`src/rtl/ptst_pkg.sv`:
```
package ptst_pkg;
  typedef enum logic [2:0] {
    PAT_ZERO   = 3'd0,
    PAT_ONES   = 3'd1,
    PAT_ALT_HI = 3'd2,
    PAT_ALT_LO = 3'd3,
    PAT_INDEX  = 3'd4
  } pat_e;

  typedef enum logic [1:0] {
    SQ_IDLE  = 2'd0,
    SQ_WRITE = 2'd1,
    SQ_READ  = 2'd2
  } sq_state_e;
endpackage

```
`src/rtl/ptst_sequencer.sv`:
```
module ptst_sequencer
  import ptst_pkg::*;
#(
  parameter int DATA_W = 32,
  parameter int AW     = 5,
  parameter int NADDR  = 32,
  parameter int WSHIFT = 0
) (
  input  logic              clk,
  input  logic              rst_n,
  input  logic              go,
  output logic              mem_we,
  output logic              mem_re,
  output logic [AW-1:0]     mem_addr,
  output logic [DATA_W-1:0] mem_wdata,
  output logic              active,
  output logic              rd_last
);
  localparam logic [AW-1:0] LAST = AW'(NADDR - 1);

  sq_state_e         state_q;
  pat_e              pat_q;
  logic [AW-1:0]     addr_q;
  logic [AW-1:0]     entry_idx;
  logic [DATA_W-1:0] pat_word;

  always_ff @(posedge clk or negedge rst_n) begin
    if (!rst_n) begin
      state_q <= SQ_IDLE;
      pat_q   <= PAT_ZERO;
      addr_q  <= '0;
    end else begin
      case (state_q)
        SQ_IDLE: begin
          if (go) begin
            state_q <= SQ_WRITE;
            pat_q   <= PAT_ZERO;
            addr_q  <= '0;
          end
        end
        SQ_WRITE: begin
          if (addr_q == LAST) begin
            addr_q  <= '0;
            state_q <= SQ_READ;
          end else begin
            addr_q <= addr_q + AW'(1);
          end
        end
        SQ_READ: begin
          if (addr_q == LAST) begin
            addr_q <= '0;
            if (pat_q == PAT_INDEX) begin
              state_q <= SQ_IDLE;
            end else begin
              state_q <= SQ_WRITE;
              pat_q   <= pat_e'(pat_q + 3'd1);
            end
          end else begin
            addr_q <= addr_q + AW'(1);
          end
        end
        default: state_q <= SQ_IDLE;
      endcase
    end
  end

  // entry number: all words of a multi-word entry share it
  assign entry_idx = addr_q >> WSHIFT;

  always_comb begin
    case (pat_q)
      PAT_ZERO:   pat_word = '0;
      PAT_ONES:   pat_word = '1;
      PAT_ALT_HI: pat_word = {(DATA_W/2){2'b10}};
      PAT_ALT_LO: pat_word = {(DATA_W/2){2'b01}};
      default:    pat_word = DATA_W'(entry_idx);
    endcase
  end

  assign mem_we    = (state_q == SQ_WRITE);
  assign mem_re    = (state_q == SQ_READ);
  assign mem_addr  = addr_q;
  assign mem_wdata = pat_word;
  assign active    = (state_q != SQ_IDLE);
  assign rd_last   = mem_re && (pat_q == PAT_INDEX) && (addr_q == LAST);
endmodule

```
`src/rtl/ptst_compare.sv`:
```
module ptst_compare #(
  parameter int DATA_W = 32,
  parameter int AW     = 5
) (
  input  logic              clk,
  input  logic              rst_n,
  input  logic              rd_fire,
  input  logic [AW-1:0]     rd_addr,
  input  logic [DATA_W-1:0] rd_exp,
  input  logic              rd_last,
  input  logic [DATA_W-1:0] mem_rdata,
  input  logic              inj_en,
  input  logic [AW-1:0]     inj_addr,
  output logic              pending,
  output logic              mismatch,
  output logic              finished
);
  logic              vld_q, last_q, done_q;
  logic [AW-1:0]     addr_q;
  logic [DATA_W-1:0] exp_q;
  logic [DATA_W-1:0] observed;

  // delay line matching the one-cycle read latency of the store
  always_ff @(posedge clk or negedge rst_n) begin
    if (!rst_n) begin
      vld_q  <= 1'b0;
      last_q <= 1'b0;
      done_q <= 1'b0;
      addr_q <= '0;
      exp_q  <= '0;
    end else begin
      vld_q  <= rd_fire;
      last_q <= rd_last;
      done_q <= vld_q && last_q;
      if (rd_fire) begin
        addr_q <= rd_addr;
        exp_q  <= rd_exp;
      end
    end
  end

  assign observed = mem_rdata ^ {{(DATA_W-1){1'b0}}, (inj_en && (addr_q == inj_addr))};
  assign mismatch = vld_q && (observed != exp_q);
  assign pending  = vld_q;
  assign finished = done_q;
endmodule

```
`src/rtl/ptst_err_counter.sv`:
```
module ptst_err_counter #(
  parameter int CNT_W = 16
) (
  input  logic             clk,
  input  logic             rst_n,
  input  logic             clear,
  input  logic             bump,
  output logic [CNT_W-1:0] count
);
  localparam logic [CNT_W-1:0] TOP = '1;

  always_ff @(posedge clk or negedge rst_n) begin
    if (!rst_n) begin
      count <= '0;
    end else if (clear) begin
      count <= '0;
    end else if (bump && (count != TOP)) begin
      count <= count + CNT_W'(1);
    end
  end
endmodule

```
`src/rtl/pattern_store_tester.sv`:
```
module pattern_store_tester #(
  parameter int DATA_W          = 32,
  parameter int ENTRIES         = 32,
  parameter int WORDS_PER_ENTRY = 1,
  parameter int CNT_W           = 16,
  localparam int NADDR          = ENTRIES * WORDS_PER_ENTRY,
  localparam int AW             = $clog2(NADDR),
  localparam int WSHIFT         = $clog2(WORDS_PER_ENTRY)
) (
  input  logic              clk,
  input  logic              rst_n,
  input  logic              start,
  input  logic              inj_en,
  input  logic [AW-1:0]     inj_addr,
  output logic              mem_we,
  output logic              mem_re,
  output logic [AW-1:0]     mem_addr,
  output logic [DATA_W-1:0] mem_wdata,
  input  logic [DATA_W-1:0] mem_rdata,
  output logic              busy,
  output logic              done,
  output logic [CNT_W-1:0]  err_count
);
  logic seq_active, cmp_pending, cmp_bad, rd_last, start_acc;

  assign busy      = seq_active || cmp_pending;
  assign start_acc = start && !busy;

  ptst_sequencer #(
    .DATA_W(DATA_W), .AW(AW), .NADDR(NADDR), .WSHIFT(WSHIFT)
  ) u_seq (
    .clk(clk), .rst_n(rst_n), .go(start_acc),
    .mem_we(mem_we), .mem_re(mem_re), .mem_addr(mem_addr),
    .mem_wdata(mem_wdata), .active(seq_active), .rd_last(rd_last)
  );

  ptst_compare #(.DATA_W(DATA_W), .AW(AW)) u_cmp (
    .clk(clk), .rst_n(rst_n),
    .rd_fire(mem_re), .rd_addr(mem_addr), .rd_exp(mem_wdata), .rd_last(rd_last),
    .mem_rdata(mem_rdata), .inj_en(inj_en), .inj_addr(inj_addr),
    .pending(cmp_pending), .mismatch(cmp_bad), .finished(done)
  );

  ptst_err_counter #(.CNT_W(CNT_W)) u_cnt (
    .clk(clk), .rst_n(rst_n), .clear(start_acc), .bump(cmp_bad), .count(err_count)
  );
endmodule

```
`config.mk`:
```
export PLATFORM = sky130hd
export DESIGN_NAME = pattern_store_tester
export DESIGN_NICKNAME = d
export VERILOG_FILES = /design/src/rtl/ptst_pkg.sv /design/src/rtl/ptst_sequencer.sv /design/src/rtl/ptst_compare.sv /design/src/rtl/ptst_err_counter.sv /design/src/rtl/pattern_store_tester.sv
export SDC_FILE = /design/constraint.sdc
export NUM_CORES = 1
export LEC_CHECK = 0
export BUFFER_PORTS_ARGS = -buffer_cell sky130_fd_sc_hd__buf_2
export CORE_ASPECT_RATIO = 1.1
export CORE_MARGIN = 5
export CORE_UTILIZATION = 29
export DETAILED_ROUTE_END_ITERATION = 12
export PLACE_DENSITY = 0.53
export SETUP_SLACK_MARGIN = 0.4
export SLEW_MARGIN = 20
export SYNTH_ARGS = -nofsm -noshare
export SYNTH_HDL_FRONTEND = slang
export SYNTH_SLANG_ARGS = --single-unit
export TNS_END_PERCENT = 20
```
`constraint.sdc`:
```
create_clock -name clk -period 2.3 [get_ports clk]
set_clock_uncertainty 0.05 [all_clocks]
set_input_delay 0.46 -clock clk [delete_from_list [all_inputs] [get_ports clk]]
set_output_delay 0.46 -clock clk [all_outputs]
set_load 0.02 [all_outputs]
```
## Yosys cells after proc, flatten, opt, wreduce, memory -nomap -nowiden

Index checks and enable logic that the tools add are counted.

- Word-level logic and storage cells: 61
- Output and inout bits: 57
- Flip-flop bits (word level): 66
- Bits of input ports: 41

- Reductions and logical operators: 19
- Equality and inequality tests: 14
- $add $sub $neg: 3
- Bitwise gates (word level): 1
- Multiplexer cells: 15

Operator list:

| cell | number |
|---|---|
| case mux 32 bit (4 select lines) | 1 |
| 2-to-1 mux 16 bit | 2 |
| inequality test 32 bit | 1 |
| bitwise XOR 32 x 1 -> 32 bit | 1 |
| adder 16 x 1 -> 16 bit, second input constant | 1 |
| inequality test 16 bit, second input constant | 1 |
| 2-to-1 mux 5 bit | 2 |
| case mux 5 bit (2 select lines) | 1 |
| 2-to-1 mux 3 bit | 3 |
| nonzero test 2 bit | 4 |
| logical AND 1 bit | 7 |
| == test 3 x 2 -> 1 bit, second input constant | 2 |
| 2-to-1 mux 2 bit | 3 |
| inequality test 2 bit, second input constant | 3 |
| case mux 2 bit (3 select lines) | 1 |
| case mux 3 bit (2 select lines) | 1 |
| adder 5 x 1 -> 5 bit, second input constant | 1 |
| == test 5 bit | 1 |
| == test 5 bit, second input constant | 1 |
| AND reduction 4 bit | 1 |
| adder 3 x 1 -> 3 bit, second input constant | 1 |
| == test 3 x 1 -> 1 bit, second input constant | 1 |
| == test 3 bit, second input constant | 1 |
| logical NOT 3 bit | 1 |
| other kinds (10) | 10 |

## Logic depth before layout (Yosys ltp)

- Depth in word-level cells: 8
- Mapped depth: 8
- Depth with buffers taken out: 8

## Cells and area by module

A second synthesis with hierarchy kept.

- Cell total of the unflattened synthesis: 350
- Area total of the unflattened synthesis: 3,822.4 um^2

By module, submodules not included:

| module | cells an instance | times used | sequential area each (um^2) | area an instance (um^2) |
|---|---|---|---|---|
| ptst_compare | 133 | 1 | 1,001.0 | 1,869.3 |
| ptst_sequencer | 117 | 1 | 250.2 | 997.2 |
| ptst_err_counter | 98 | 1 | 400.4 | 942.2 |
| pattern_store_tester | 2 | 1 | 0.0 | 13.8 |

## Worst setup path after synthesis

OpenSTA, ideal clock, no wires.

- Path type: input -> register
- From: input port mem_rdata[5]
- To: register u_cnt.count[3]
- Path buffers: 1
- Stages: 7
- Arrival: 2.183 ns
- Data required time: 2.113 ns
- Path slack: -0.070 ns
- Path through: or3_1 a2111oi_2 nand3_1 a2111oi_4 buf_6 nor3_1 mux2i_1

- Word-level cells in the longest chain between the ends: 5

RTL lines:

| what | line | source |
|---|---|---|
| start: declaration | pattern_store_tester.sv:19 | `input logic [DATA_W-1:0] mem_rdata,` |
| bitwise XOR 32 x 1 -> 32 bit | ptst_compare.sv:42 | `assign observed = mem_rdata ^ {{(DATA_W-1){1'b0}}, (inj_en && (addr_q == inj_addr))};` |
| inequality test 32 bit | ptst_compare.sv:43 | `assign mismatch = vld_q && (observed != exp_q);` |
| logical AND 1 bit | ptst_compare.sv:43 |  |
| logical AND 1 bit | ptst_err_counter.sv:17 | `end else if (bump && (count != TOP)) begin` |
| nonzero test 2 bit (no source line) | -- |  |
| end signal: assignment | ptst_err_counter.sv:18 | `count <= count + CNT_W'(1);` |
| end: declaration | ptst_err_counter.sv:8 | `output logic [CNT_W-1:0] count` |

No other way between the ends.
A chain may end at the register's enable or synchronous reset.

## Worst setup path in the final report

- From: register u_cmp.exp_q[29]
- To: register u_cnt.count[10]

- Word-level cells in the longest chain between the ends: 4

RTL lines:

| what | line | source |
|---|---|---|
| start: declaration | ptst_compare.sv:20 | `logic [DATA_W-1:0] exp_q;` |
| start signal: assignment | ptst_compare.sv:37 | `exp_q <= rd_exp;` |
| inequality test 32 bit | ptst_compare.sv:43 |  |
| logical AND 1 bit | ptst_compare.sv:43 |  |
| logical AND 1 bit | ptst_err_counter.sv:17 |  |
| nonzero test 2 bit (no source line) | -- |  |

No other way between the ends.

==> reports/qor.yml <==
grt:
  grt_pass1_vias: 2164
  antenna_found_initial: 0
  grt_usage: 0.1203
  grt_pass1_wl_microns: 10690
  grt_start_max_net_pins: 42
  grt.overflow.total: 0
logic_synthesis:
  yosysTopAreaCell: "dfrtp_1"
  synth_seq_cells: 41
  yosys-top-cells-area: "dfrtp_1 39%, buf_4 7.3%, ha_1 5.7%"
  synth_cell_type_count: 38
  yosysWarnings: 0
  syn_area_sq_um: 2656
  synth_top_area_frac: 0.3862
  seq_area_frac_synth: 0.3862
  synthCells: 282
  syn_nets: 335
  syn_avg_cell_area_sq_um: 9.419
worst_hold_path:
  min_path_type: "in2async"
cts:
  clk_pin_slew_ps: 80
  cts_tree: "done"
  numCtsBuffers: 5
  worstSkewPairLatency_ps: 300
  cts_buffer_depth: 2
  root_buffer: "clkbuf_8"
  cts_sinks: 41
  cts_hold_buf: 0
  cts-htree-levels: 2
route:
  totalWireLength_microns: 7568
  first_pass_iters: 5
  vias_per_cell: 4.874
  via_count: 2403
  drc: 0
  drtIter0Drc: 155
  routedWlPerCell_microns: 15.35
  antenna_left: 0
cells_and_area:
  stdcell_count: 493
  drive_gt1_frac: 0.4855
  mostFrequentLayoutCell: "buf_2"
  area_delta_synth_final_pct: 45.60
  post-route-cell-area_sq_um: 3867
  n_antenna_cell: 0
  nNetsFinal: 432
  mostFrequentLayoutCells: "65 x buf_2, 36 x dfrtp_1, 32 x buf_6"
floorplan:
  die_h_microns: 110.4
  coreArea_sq_um: 8919
  fp.dieW_microns: 101.3
  core.rowCount: 36
  initial_utilization: 0.2978
  design.die.area_sq_um: 11180
  ios: 98
pwr:
  p_per_area_nw_per_um2: 476.3
  p_leak_nw: 1.786
  peakVddDrop_uv: 249.2
placement:
  portBuffers: 97
  dp_cells: 477
  post_dp_cell_area_sq_um: 3213
  dpl.hpwl_microns: 5175
  routabilityCongestion: 0.8044
  detailedPlace.worstSlack_ps: -102.9
setup_path:
  worstSetupStartpointType: "register"
  path_class: "reg2reg"
  ff2ff_setup_slack_ps: -20
  end_kind: "register"
  cp_max_fo: 7
  worstPathRequired_ps: 2430
  arrival_ps: 2450
sta:
  drv_slew: 0
  tightest_slew_ps: 528.2
  finalHoldViolations: 0
  max_freq_mhz: 431.2
  maxSlewHeadroom: 0.6479
  min_period_ps: 2319
  grt_setup_unrepaired: "yes"
  setup-tns-final_ps: -83.86
  post-route-period-util: 1.008
  setup_ws_ps: -19.29
  setup_violations: 7
job:
  max-cap-violations: 0
status:
  outcome: "finished, violations left"
  failed_checks: "negative setup slack"
==> logic make-up after synthesis <==
kind of cell             after synthesis  share of synthesized area
XOR/XNOR                              11                    0.03627
buffers and inverters                 45                     0.1064
multiplexers                          20                    0.07961
AND/OR/NAND/NOR                       99                     0.1969
flip-flops                            41                     0.3862
AO/OA/AOI/OAI                         54                     0.1380
adder cells (fa/ha/maj)               12                    0.05652
==> cells in the mapped netlist <==
library cell / number
buf_6: 2
a2bb2oi_1: 1
buf_4: 26
nor3_1: 3
nand2b_1: 3
and3_1: 6
a32o_1: 1
and4_1: 2
nand3_1: 10
xnor2_1: 8
nand2_2: 1
a21oi_1: 15
a22o_1: 2
nand3b_1: 1
ha_1: 12
nor4_1: 1
mux2i_1: 11
o211ai_1: 3
nor2_1: 15
a31oi_1: 4
inv_1: 12
a21o_1: 4
or4_1: 9
mux2_2: 9
and2_1: 2
nand2_1: 28
buf_2: 1
o21ai_1: 1
o21ai_0: 11
dfrtp_1: 41
or4_2: 4
o31ai_1: 10
or3_1: 3
a2111oi_4: 1
xor2_1: 3
clkbuf_1: 4
nand4_1: 11
a2111oi_2: 1
==> critical path: stages, from the launching register on <==
cell and delay (ps):
dfrtp_2 420, or3_4 380, a2111oi_4 320, nand3_2 140, a2111oi_4 360, buf_6 210
clkbuf_16 160, or4_4 110, a21oi_1 50
==> metal layers <==
layer,global-route usage,wire [microns]
met3,0.02203,362
met1,0.1611,3146
met5,0,0
met4,0.03989,131
met2,0.1958,3927
==> power by group <==
group          switching (mW)  total, mW  leakage [nW]  internal (mW)
registers              0.0476      0.805         0.560          0.758
clock network           0.250      0.488        0.0443          0.238
logic                   0.334      0.549          1.18          0.214
==> worst paths after layout <==
kind	from	to	depth (start not counted)
min in group clk	u_cmp.last_q	u_cmp.finished	1
min	rst_n	u_cnt.count[3]	2
max	u_cmp.exp_q[29]	u_cnt.count[10]	8
max reg2reg	u_cmp.exp_q[29]	u_cnt.count[10]	8
min reg2reg	u_cmp.last_q	u_cmp.finished	1
max in group asynchronous	rst_n	u_seq.mem_addr[1]	2
==> layout make-up <==
class                           instances  area (sq um)
Sequential cell                        41          1032
Inverter                               12         52.55
Clock buffer                            7         86.33
Tap cell                              114         142.6
Fill cell                             871          5051
Multi-Input combinational cell        196          1565
Timing Repair Buffer                  123         988.4
==> registers in the layout (all words and copies together), names as in the netlist <==
| name | cells |
|---|---|
| u_cmp.last_q | 1 |
| u_cmp.exp_q | 7 |
| u_seq.state_q | 2 |
| u_cnt.count | 16 |
| u_cmp.addr_q | 5 |
| u_cmp.finished | 1 |
| u_seq.mem_addr | 5 |
| u_seq.pat_q | 3 |
| u_cmp.pending | 1 |
==> per-stage QoR <==
step           hold WS [ps]  utilization  power [mW]
2_1_floorplan         114.4            -       1.126
3_3_place_gp          401.1       0.3603       1.334
3_5_place_dp          405.4       0.3603       1.343
4_1_cts               197.2       0.3778       1.835
5_1_grt               230.2       0.4336       1.970
6_report              170.6       0.4336       1.842
==> timing repair <==
item,in CTS,in global routing
endpoints found under the setup margin,52,58
pin swaps,4,7
gates resized for setup,6,125
buffers inserted,2,4
cloned,1,2
Note: power is estimated with default switching activity, not from simulation.
